`config.mk`:
```
export PLATFORM = sky130hd
export DESIGN_NAME = dual_reload_timer
export DESIGN_NICKNAME = d
export VERILOG_FILES = /design/src/rtl/tmr_pkg.sv /design/src/rtl/tmr_edge_sync.sv /design/src/rtl/tmr_fsm.sv /design/src/rtl/dual_reload_timer.sv
export SDC_FILE = /design/constraint.sdc
export NUM_CORES = 1
export LEC_CHECK = 0
export BUFFER_PORTS_ARGS = -buffer_cell sky130_fd_sc_hd__buf_2
export CORE_MARGIN = 3
export CORE_UTILIZATION = 55
export CTS_CLUSTER_DIAMETER = 30
export DETAILED_ROUTE_END_ITERATION = 16
export PLACE_DENSITY_LB_ADDON = 0.1
export SLEW_MARGIN = 20
export SYNTH_ARGS = -nofsm -noshare
export SYNTH_HDL_FRONTEND = slang
export SYNTH_SLANG_ARGS = --single-unit
```
`constraint.sdc`:
```
create_clock -name clk -period 3.5 [get_ports clk]
set_clock_uncertainty 0.1 [all_clocks]
set_input_delay 0.525 -clock clk [delete_from_list [all_inputs] [get_ports clk]]
set_output_delay 0.525 -clock clk [all_outputs]
set_load 0.1 [all_outputs]
```
`src/rtl/tmr_pkg.sv`:
```
package tmr_pkg;
    typedef enum logic [2:0] {
        ST_IDLE,
        ST_PWM_HI,
        ST_PWM_LO,
        ST_EVT,
        ST_CAP
    } tmr_state_t;

    localparam logic [2:0] MODE_PWM = 3'b001;
    localparam logic [2:0] MODE_EVT = 3'b010;
    localparam logic [2:0] MODE_CAP = 3'b011;

    localparam int BIT_RUN    = 3;
    localparam int BIT_EN_A   = 4;
    localparam int BIT_EN_B   = 5;
    localparam int BIT_PEND_A = 6;
    localparam int BIT_PEND_B = 7;
    localparam int BIT_FALL_A = 8;
    localparam int BIT_FALL_B = 9;
    localparam int CTL_BITS   = 10;

    localparam logic [1:0] ADDR_CNT = 2'd0;
    localparam logic [1:0] ADDR_A   = 2'd1;
    localparam logic [1:0] ADDR_B   = 2'd2;
    localparam logic [1:0] ADDR_CTL = 2'd3;
endpackage

```
`src/rtl/tmr_edge_sync.sv`:
```
module tmr_edge_sync #(
    parameter int STAGES = 2
) (
    input  logic clk,
    input  logic rst_n,
    input  logic pin,
    input  logic fall_sel,
    output logic hit
);
    logic [STAGES-1:0] sync_q;
    logic              prev_q;

    always_ff @(posedge clk or negedge rst_n) begin
        if (!rst_n) begin
            sync_q <= '0;
            prev_q <= 1'b0;
        end else begin
            sync_q <= {sync_q[STAGES-2:0], pin};
            prev_q <= sync_q[STAGES-1];
        end
    end

    assign hit = fall_sel ? (prev_q & ~sync_q[STAGES-1])
                          : (sync_q[STAGES-1] & ~prev_q);
endmodule

```
`src/rtl/tmr_fsm.sv`:
```
module tmr_fsm
    import tmr_pkg::*;
(
    input  logic       clk,
    input  logic       rst_n,
    input  logic       run,
    input  logic [2:0] mode,
    input  logic       zero,
    output tmr_state_t state
);
    tmr_state_t state_d;
    logic       active;

    assign active = run && (mode == MODE_PWM || mode == MODE_EVT || mode == MODE_CAP);

    always_ff @(posedge clk or negedge rst_n) begin
        if (!rst_n) state <= ST_IDLE;
        else        state <= state_d;
    end

    always_comb begin
        state_d = ST_IDLE;
        if (active) begin
            unique case (mode)
                MODE_PWM: begin
                    if (state == ST_PWM_HI)      state_d = zero ? ST_PWM_LO : ST_PWM_HI;
                    else if (state == ST_PWM_LO) state_d = zero ? ST_PWM_HI : ST_PWM_LO;
                    else                         state_d = ST_PWM_HI;
                end
                MODE_EVT: state_d = ST_EVT;
                MODE_CAP: state_d = ST_CAP;
                default:  state_d = ST_IDLE;
            endcase
        end
    end

    a_r4_hi_to_lo: assert property (@(posedge clk) disable iff (!rst_n)
        (state == ST_PWM_HI && zero && run && mode == MODE_PWM) |=> (state == ST_PWM_LO));
    a_r3_stop_idle: assert property (@(posedge clk) disable iff (!rst_n)
        (!run) |=> (state == ST_IDLE));
    a_r5_enter_high: assert property (@(posedge clk) disable iff (!rst_n)
        (run && mode == MODE_PWM && state != ST_PWM_HI && state != ST_PWM_LO)
        |=> (state == ST_PWM_HI));
endmodule

```
`src/rtl/dual_reload_timer.sv`:
```
module dual_reload_timer
    import tmr_pkg::*;
#(
    parameter int W         = 16,
    parameter int AW        = 2,
    parameter int SYNC_STGS = 2
) (
    input  logic          clk,
    input  logic          rst_n,
    input  logic          wr_en,
    input  logic [AW-1:0] addr,
    input  logic [W-1:0]  wdata,
    output logic [W-1:0]  rdata,
    input  logic          ev_a_in,
    input  logic          ev_b_in,
    output logic          pwm_out,
    output logic          irq_a,
    output logic          irq_b
);
    localparam int         NSRC = 2;
    localparam logic [W-1:0] ONE = W'(1);

    logic [W-1:0] cnt_q, rel_a_q, rel_b_q, cnt_d, rel_a_d, rel_b_d;
    logic [2:0]   mode_q;
    logic         run_q, en_a_q, en_b_q, pend_a_q, pend_b_q, fall_a_q, fall_b_q;
    logic         set_a, set_b, zero;
    logic         wr_cnt, wr_a, wr_b, wr_ctl;
    logic [NSRC-1:0] pins, fall_sel, hit;
    tmr_state_t   st;
    wire          unused_ctl_bits = ^wdata[W-1:CTL_BITS];

    assign zero   = (cnt_q == '0);
    assign wr_cnt = wr_en && (addr == ADDR_CNT);
    assign wr_a   = wr_en && (addr == ADDR_A);
    assign wr_b   = wr_en && (addr == ADDR_B);
    assign wr_ctl = wr_en && (addr == ADDR_CTL);

    assign pins     = {ev_b_in, ev_a_in};
    assign fall_sel = {fall_b_q, fall_a_q};

    for (genvar i = 0; i < NSRC; i++) begin : g_sync
        tmr_edge_sync #(.STAGES(SYNC_STGS)) u_sync (
            .clk      (clk),
            .rst_n    (rst_n),
            .pin      (pins[i]),
            .fall_sel (fall_sel[i]),
            .hit      (hit[i])
        );
    end

    tmr_fsm u_fsm (
        .clk   (clk),
        .rst_n (rst_n),
        .run   (run_q),
        .mode  (mode_q),
        .zero  (zero),
        .state (st)
    );

    always_comb begin
        cnt_d   = cnt_q;
        rel_a_d = rel_a_q;
        rel_b_d = rel_b_q;
        set_a   = 1'b0;
        set_b   = 1'b0;
        unique case (st)
            ST_PWM_HI: begin
                if (zero) begin cnt_d = rel_b_q; set_b = 1'b1; end
                else          cnt_d = cnt_q - ONE;
            end
            ST_PWM_LO: begin
                if (zero) begin cnt_d = rel_a_q; set_a = 1'b1; end
                else          cnt_d = cnt_q - ONE;
            end
            ST_EVT: begin
                if (hit[0]) begin
                    if (zero) begin cnt_d = rel_a_q; set_a = 1'b1; end
                    else          cnt_d = cnt_q - ONE;
                end
            end
            ST_CAP: begin
                cnt_d = cnt_q - ONE;
                if (hit[0]) begin rel_a_d = cnt_q; set_a = 1'b1; end
                if (hit[1]) begin rel_b_d = cnt_q; set_b = 1'b1; end
            end
            default: ;
        endcase
        if (wr_cnt) cnt_d   = wdata;
        if (wr_a)   rel_a_d = wdata;
        if (wr_b)   rel_b_d = wdata;
    end

    always_ff @(posedge clk or negedge rst_n) begin
        if (!rst_n) begin
            cnt_q    <= '0;
            rel_a_q  <= '0;
            rel_b_q  <= '0;
            mode_q   <= '0;
            run_q    <= 1'b0;
            en_a_q   <= 1'b0;
            en_b_q   <= 1'b0;
            pend_a_q <= 1'b0;
            pend_b_q <= 1'b0;
            fall_a_q <= 1'b0;
            fall_b_q <= 1'b0;
        end else begin
            cnt_q    <= cnt_d;
            rel_a_q  <= rel_a_d;
            rel_b_q  <= rel_b_d;
            pend_a_q <= set_a | (pend_a_q & ~(wr_ctl & wdata[BIT_PEND_A]));
            pend_b_q <= set_b | (pend_b_q & ~(wr_ctl & wdata[BIT_PEND_B]));
            if (wr_ctl) begin
                mode_q   <= wdata[2:0];
                run_q    <= wdata[BIT_RUN];
                en_a_q   <= wdata[BIT_EN_A];
                en_b_q   <= wdata[BIT_EN_B];
                fall_a_q <= wdata[BIT_FALL_A];
                fall_b_q <= wdata[BIT_FALL_B];
            end
        end
    end

    always_comb begin
        unique case (addr)
            ADDR_CNT: rdata = cnt_q;
            ADDR_A:   rdata = rel_a_q;
            ADDR_B:   rdata = rel_b_q;
            default:  rdata = {{(W-CTL_BITS){1'b0}}, fall_b_q, fall_a_q, pend_b_q, pend_a_q,
                               en_b_q, en_a_q, run_q, mode_q};
        endcase
    end

    assign pwm_out = (st == ST_PWM_HI);
    assign irq_a   = pend_a_q & en_a_q;
    assign irq_b   = pend_b_q & en_b_q;

    a_r4_reload_b: assert property (@(posedge clk) disable iff (!rst_n)
        (st == ST_PWM_HI && zero && !wr_cnt) |=> (cnt_q == $past(rel_b_q)));
    a_r3_idle_hold: assert property (@(posedge clk) disable iff (!rst_n)
        (st == ST_IDLE && !wr_cnt) |=> $stable(cnt_q));
    a_r6_evt_hold: assert property (@(posedge clk) disable iff (!rst_n)
        (st == ST_EVT && !hit[0] && !wr_cnt) |=> $stable(cnt_q));
    a_r7_capture_a: assert property (@(posedge clk) disable iff (!rst_n)
        (st == ST_CAP && hit[0] && !wr_a) |=> (rel_a_q == $past(cnt_q)));
    a_r8_pend_a_sticky: assert property (@(posedge clk) disable iff (!rst_n)
        (pend_a_q && !(wr_ctl && wdata[BIT_PEND_A])) |=> pend_a_q);
    a_r8_pend_b_sticky: assert property (@(posedge clk) disable iff (!rst_n)
        (pend_b_q && !(wr_ctl && wdata[BIT_PEND_B])) |=> pend_b_q);
    a_r9_irq_needs_pend: assert property (@(posedge clk) disable iff (!rst_n)
        $rose(irq_a) |-> (pend_a_q && $past(set_a || en_a_q != pend_a_q || wr_ctl)));
endmodule

```
; ---- Yosys cells after proc, flatten, opt, wreduce, memory -nomap -nowiden
; Cells that the tools add are included.
; W data, S select, Z words.
[totals]
in_bits = 23
word_cells = 89
register_bits = 67
output_inout_bits = 19
[classes]
reduce_logical = 17
n_bitwise = 18
n_addsub = 1
mux = 26
eq_ne = 11
[op_table]
columns = cell, count
row1 = $mux W16, 10
row2 = $pmux W16 S4, 1
row3 = $pmux W16 S3, 1
row4 = $logic_not A16 Y1, 1
row5 = $sub A16 B1 Y16 const B, 1
row6 = $eq A3 B2 Y1 const B, 4
row7 = $and A1 B1 Y1, 10
row8 = $mux W3, 3
row9 = $pmux W3 S3, 1
row10 = $reduce_bool A2 Y1, 4
row11 = $eq A3 B1 Y1 const B, 2
row12 = $mux W1, 6
row13 = $not A1 Y1, 6
row14 = $reduce_and A2 Y1, 3
row15 = $logic_and A1 B1 Y1, 5
row16 = $reduce_bool A5 Y1, 1
row17 = $eq A2 B2 Y1 const B, 2
row18 = $mux W2, 2
row19 = $eq A3 B3 Y1 const B, 1
row20 = $ne A3 B2 Y1 const B, 1
row21 = $pmux W1 S3, 1
row22 = $eq A2 B1 Y1 const B, 1
row23 = $logic_not A2 Y1, 1
row24 = $logic_or A1 B1 Y1, 2
row25 = other kinds (2), 3

; ---- Depth between registers and ports, before layout
[logic_depth]
depth_word = 6
mapped_depth = 9
depth_no_buf = 7

; ---- Cells and area by module
; A second synthesis with hierarchy kept.
[hier_totals]
cells_unflattened = 426
hier_area_um2 = 4100.2
[modules_own_cells]
columns = mod, seq_area_each_um2, area_each_um2, instances, cells_per_inst
row1 = dual_reload_timer, 1451.4, 3738.6, 1, 400
row2 = tmr_edge_sync, 75.1, 97.6, 2, 6
row3 = tmr_fsm, 75.1, 166.4, 1, 14

; ---- Worst setup path after synthesis
; Ideal clock, no wire load.
[synth_timing]
kind = input to output
start = input addr[0]
end = output rdata[11]
path_slack_ps = -393
path_stages = 4
arrival_time_ps = 3268
t_required_ps = 2875
path_buffers = 2
cell_sequence = buf_2 -> buf_2 -> mux2i_1 -> o21ai_0
[synth_via]
elab_chain_len = 2
word_cells_on_any_way = 4
cone_classes = eq/ne: 2 / mux: 1 / reduce/logical: 1
[synth_lines]
columns = element, line
row1 = "start, declared", dual_reload_timer.sv:11  ; input logic [AW-1:0] addr,
row2 = $eq A2 B2 Y1 (tied with other cells), dual_reload_timer.sv:124  ; unique case (addr)
row3 = $pmux W16 S3 *, dual_reload_timer.sv:124
row4 = "end, declared", dual_reload_timer.sv:13  ; output logic [W-1:0] rdata,
; Every way passes the cells marked *; elsewhere a longest branch is shown, timed or not.

; ---- Worst setup path in the final report
[layout_timing]
start = input addr[0]
end = output rdata[10]
; Same word-level chain as after synthesis.

==> results by group <==
Worst setup path
  – Worst Setup End Kind: primary output
  – Data required time of the worst path: 2870 ps
  – Path depth of the worst reg2reg path: 6
  – Startpoint types: primary input
  – Highest fanout seen on the critical path: 12
  – Worst Setup Path Type: in -> out
  – Critical register-to-register path startpoint: u_fsm.state[1]
  – Worst reg-to-reg setup slack: 880 ps
  – Worst reg2reg path endpoint: rel_b_q[0]
  – Worst Path Arrival: 2040 ps

Logic synthesis
  – Fraction of the yosys area taken by sequential cells: 39.7%
  – Share of the synthesized area in the top cell type: 39.7%
  – Register bit count reported by yosys: 67
  – Most frequent cell after synthesis: sky130_fd_sc_hd__nand2_1
  – Mean cell area of the mapped netlist: 9.48 sq um
  – Cell type with the highest aggregate area in the netlist: sky130_fd_sc_hd__dfrtp_1
  – Cell count after synthesis: 446
  – Largest cells by area after synthesis: sky130_fd_sc_hd__dfrtp_1, sky130_fd_sc_hd__mux2i_1, sky130_fd_sc_hd__nand2_1, sky130_fd_sc_hd__o21ai_0, sky130_fd_sc_hd__mux4_2
  – Number of different library cells in the post-synthesis netlist: 61
  – Post-synth net total: 471
  – Total number of yosys warnings: 0
  – Ys async rst share: 100%
  – Total standard cell area after synthesis: 4230 sq um
  – Commonest register cell after synthesis: sky130_fd_sc_hd__dfrtp_1
  – Number of flops mapped to enable cells by yosys: 0
  – Most common library cells after synthesis: sky130_fd_sc_hd__nand2_1, sky130_fd_sc_hd__dfrtp_1, sky130_fd_sc_hd__o21ai_0

Global route
  – Wire length of the first global-routing pass: 18500 um
  – Antenna violations before repair: 0
  – Global route overflow: 0
  – Vias in the first global route: 3558
  – Maximum number of pins on one net before global-route repair: 36
  – Total Routing Usage GR: 27.1%

Floorplanning
  – Die footprint: 8780 sq um
  – Die height: 93.7 um
  – Floorplan Core Area: 7370 sq um
  – Initial Utilization: 57.4%
  – Number of placement rows: 31
  – Boundary Pins: 42
  – Die width: 93.7 um

Min path
  – Type of the most critical hold path: in -> async

Pwr
  – Share of total power in sequential cells: 40.1%
  – Power per cell area: 702 nW/um^2
  – Leakage Power: 2.14 nW
  – Power share of the clock group: 19.8%
  – Combinational share of power: 40.1%
  – Switching fraction of total power: 45.5%
  – P_int: 0.00179 W
  – Maximum vdd ir drop: 0.334 mV
  – Switching component of the power: 0.00150 W

Detailed routing
  – 1st-pass router iterations: 5
  – Remaining antenna violation count: 0
  – Count of unresolved DRC violations after routing: 0
  – Number of design-rule violations left by the first detailed-router iteration: 236
  – Vias per cell: 6.17
  – Via count: 3553
  – Total Wirelength: 10900 um
  – DR WL/cell: 18.9 um

Placed design
  – RD Place Congestion: 0.913
  – Number of buffer cells added on primary ports: 41
  – HPWL after detailed placement: 7800 um

Final layout
  – Signed area change from the synthesized netlist to the final layout: 10.8%
  – Total of fill cells in the finished design: 638
  – Number of nets in the layout: 498
  – Area taken by multi-input logic gates: 2340 sq um
  – Total area of sequential cells: 1680 sq um
  – Share of cells above drive strength 1: 22.6%
  – N_diodes: 0

STA
  – Pins over their slew limit: 0
  – Setup TNS after final layout: 0 ps
  – Headroom to the max-slew limit: 43.6%
  – Crit share post-route: 76.2%
  – Time the final worst path needs with I/O delays and setup: 2670 ps
  – Smallest hold slack: 184 ps
  – Worst-margin pin slew: 847 ps
  – Final Hold Violating Endpoints: 0
  – Fmax achieved: 375 MHz
  – Final Setup Violations: 0
  – Unrepaired setup endpoints after global routing: false

CTS
  – Clock edge transition at the registers on the reported setup and hold paths: 70 ps
  – Root Buffer: sky130_fd_sc_hd__clkbuf_8
  – Clock tree from TritonCTS: yes
  – Buffers inserted by post-CTS timing repair: 0
  – Post-cts resize count: 0
  – Total of hold buffers inserted after clock tree synthesis: 0
  – Max Root-Sink Buffers: 2
  – Number of H-tree branching levels: 3
  – Skew-Pair Late Insertion Delay: 340 ps
  – CTS Sinks: 67
  – CTS buffer count: 9

Run
  – Number of max-cap violations: 0

Status
  – Result of the run: finished, final reports clean
-- metal layers --
layer  routed length (um)  GRT usage (%)
met5                    0              0
met4                  158           8.54
met3                  586           5.13
met2                 5250           43.5
met1                 4910           37.3
-- flip-flops by register name, indices dropped and copies added, names as in the netlist, 2 cells and up --
name and count:
cnt_q 16, rel_a_q 16, rel_b_q 16, g_sync.u_sync.sync_q 4
mode_q 3, u_fsm.state 3, g_sync.u_sync.prev_q 2
-- how the worst max path moves through the flow --
stage / from / endpoint / slack (ps)
6_report: addr[0] / rdata[10] / 830
5_1_grt: addr[0] / rdata[13] / 690
4_1_cts: addr[0] / rdata[10] / 830
3_5_place_dp: addr[0] / cnt_q[1] / 830
3_3_place_gp: addr[0] / rdata[10] / 860
2_1_floorplan: addr[0] / rdata[11] / 360
-- power by group through the flow --
stage          Combinational (W)  Clock (W)  Sequential (W)
6_report                 0.00132   0.000652         0.00132
5_1_grt                  0.00142   0.000699         0.00136
4_1_cts                  0.00132   0.000662         0.00131
3_5_place_dp             0.00131          0         0.00133
3_3_place_gp             0.00129          0         0.00132
2_1_floorplan            0.00127          0         0.00111
-- worst max-delay path: stages --
cell and delay (ps):
sky130_fd_sc_hd__buf_2 220, sky130_fd_sc_hd__buf_4 260, sky130_fd_sc_hd__nor2b_1 400, sky130_fd_sc_hd__nand2_1 110
sky130_fd_sc_hd__o21ai_1 90, sky130_fd_sc_hd__buf_2 440
-- area by class of cell --
class | instances | area share, %
Tap cell | 99 | 2.64
Sequential cell | 67 | 35.8
Clock buffer | 13 | 3.39
Timing Repair Buffer | 55 | 6.63
Multi-Input combinational cell | 329 | 49.9
Clock inverter | 2 | 0.748
Inverter | 11 | 0.882
-- stage by stage --
step	cell area, sq um	power (W)	std cells	utilization [%]	setup slack [ps]
floorplan	4230	0.00238	446	-	360
global placement	4490	0.00261	561	60.9	862
detailed placement	4490	0.00264	561	60.9	833
CTS	4680	0.00329	576	63.5	830
global route	4680	0.00348	576	63.5	685
finish	4680	0.00329	576	63.5	832
-- layout by cell type, fill, tap and decap left out, types with 6 or more instances in the layout --
master	n
sky130_fd_sc_hd__mux2_2	11
sky130_fd_sc_hd__a21oi_1	12
sky130_fd_sc_hd__dfrtp_1	67
sky130_fd_sc_hd__inv_1	11
sky130_fd_sc_hd__mux4_2	9
sky130_fd_sc_hd__buf_2	41
sky130_fd_sc_hd__a31oi_1	12
sky130_fd_sc_hd__xnor2_1	7
sky130_fd_sc_hd__nand2_1	74
sky130_fd_sc_hd__clkbuf_8	11
sky130_fd_sc_hd__o21ai_0	44
sky130_fd_sc_hd__o21ai_1	6
sky130_fd_sc_hd__buf_4	14
sky130_fd_sc_hd__nor2_1	11
sky130_fd_sc_hd__o22ai_1	17
sky130_fd_sc_hd__mux2i_1	44
-- cell families (layout without fill, tap and decap cells) --
group,after synthesis,count (layout),synth area share [%]
mux,65,65,18.8
fa+ha+maj,2,2,0.592
flops,67,67,39.7
buf+inv,50,81,5.30
simple gates,134,134,16.7
compound gates,120,120,17.4
xor+xnor,8,8,1.66
No activity file was read; power rests on OpenSTA's default activity.
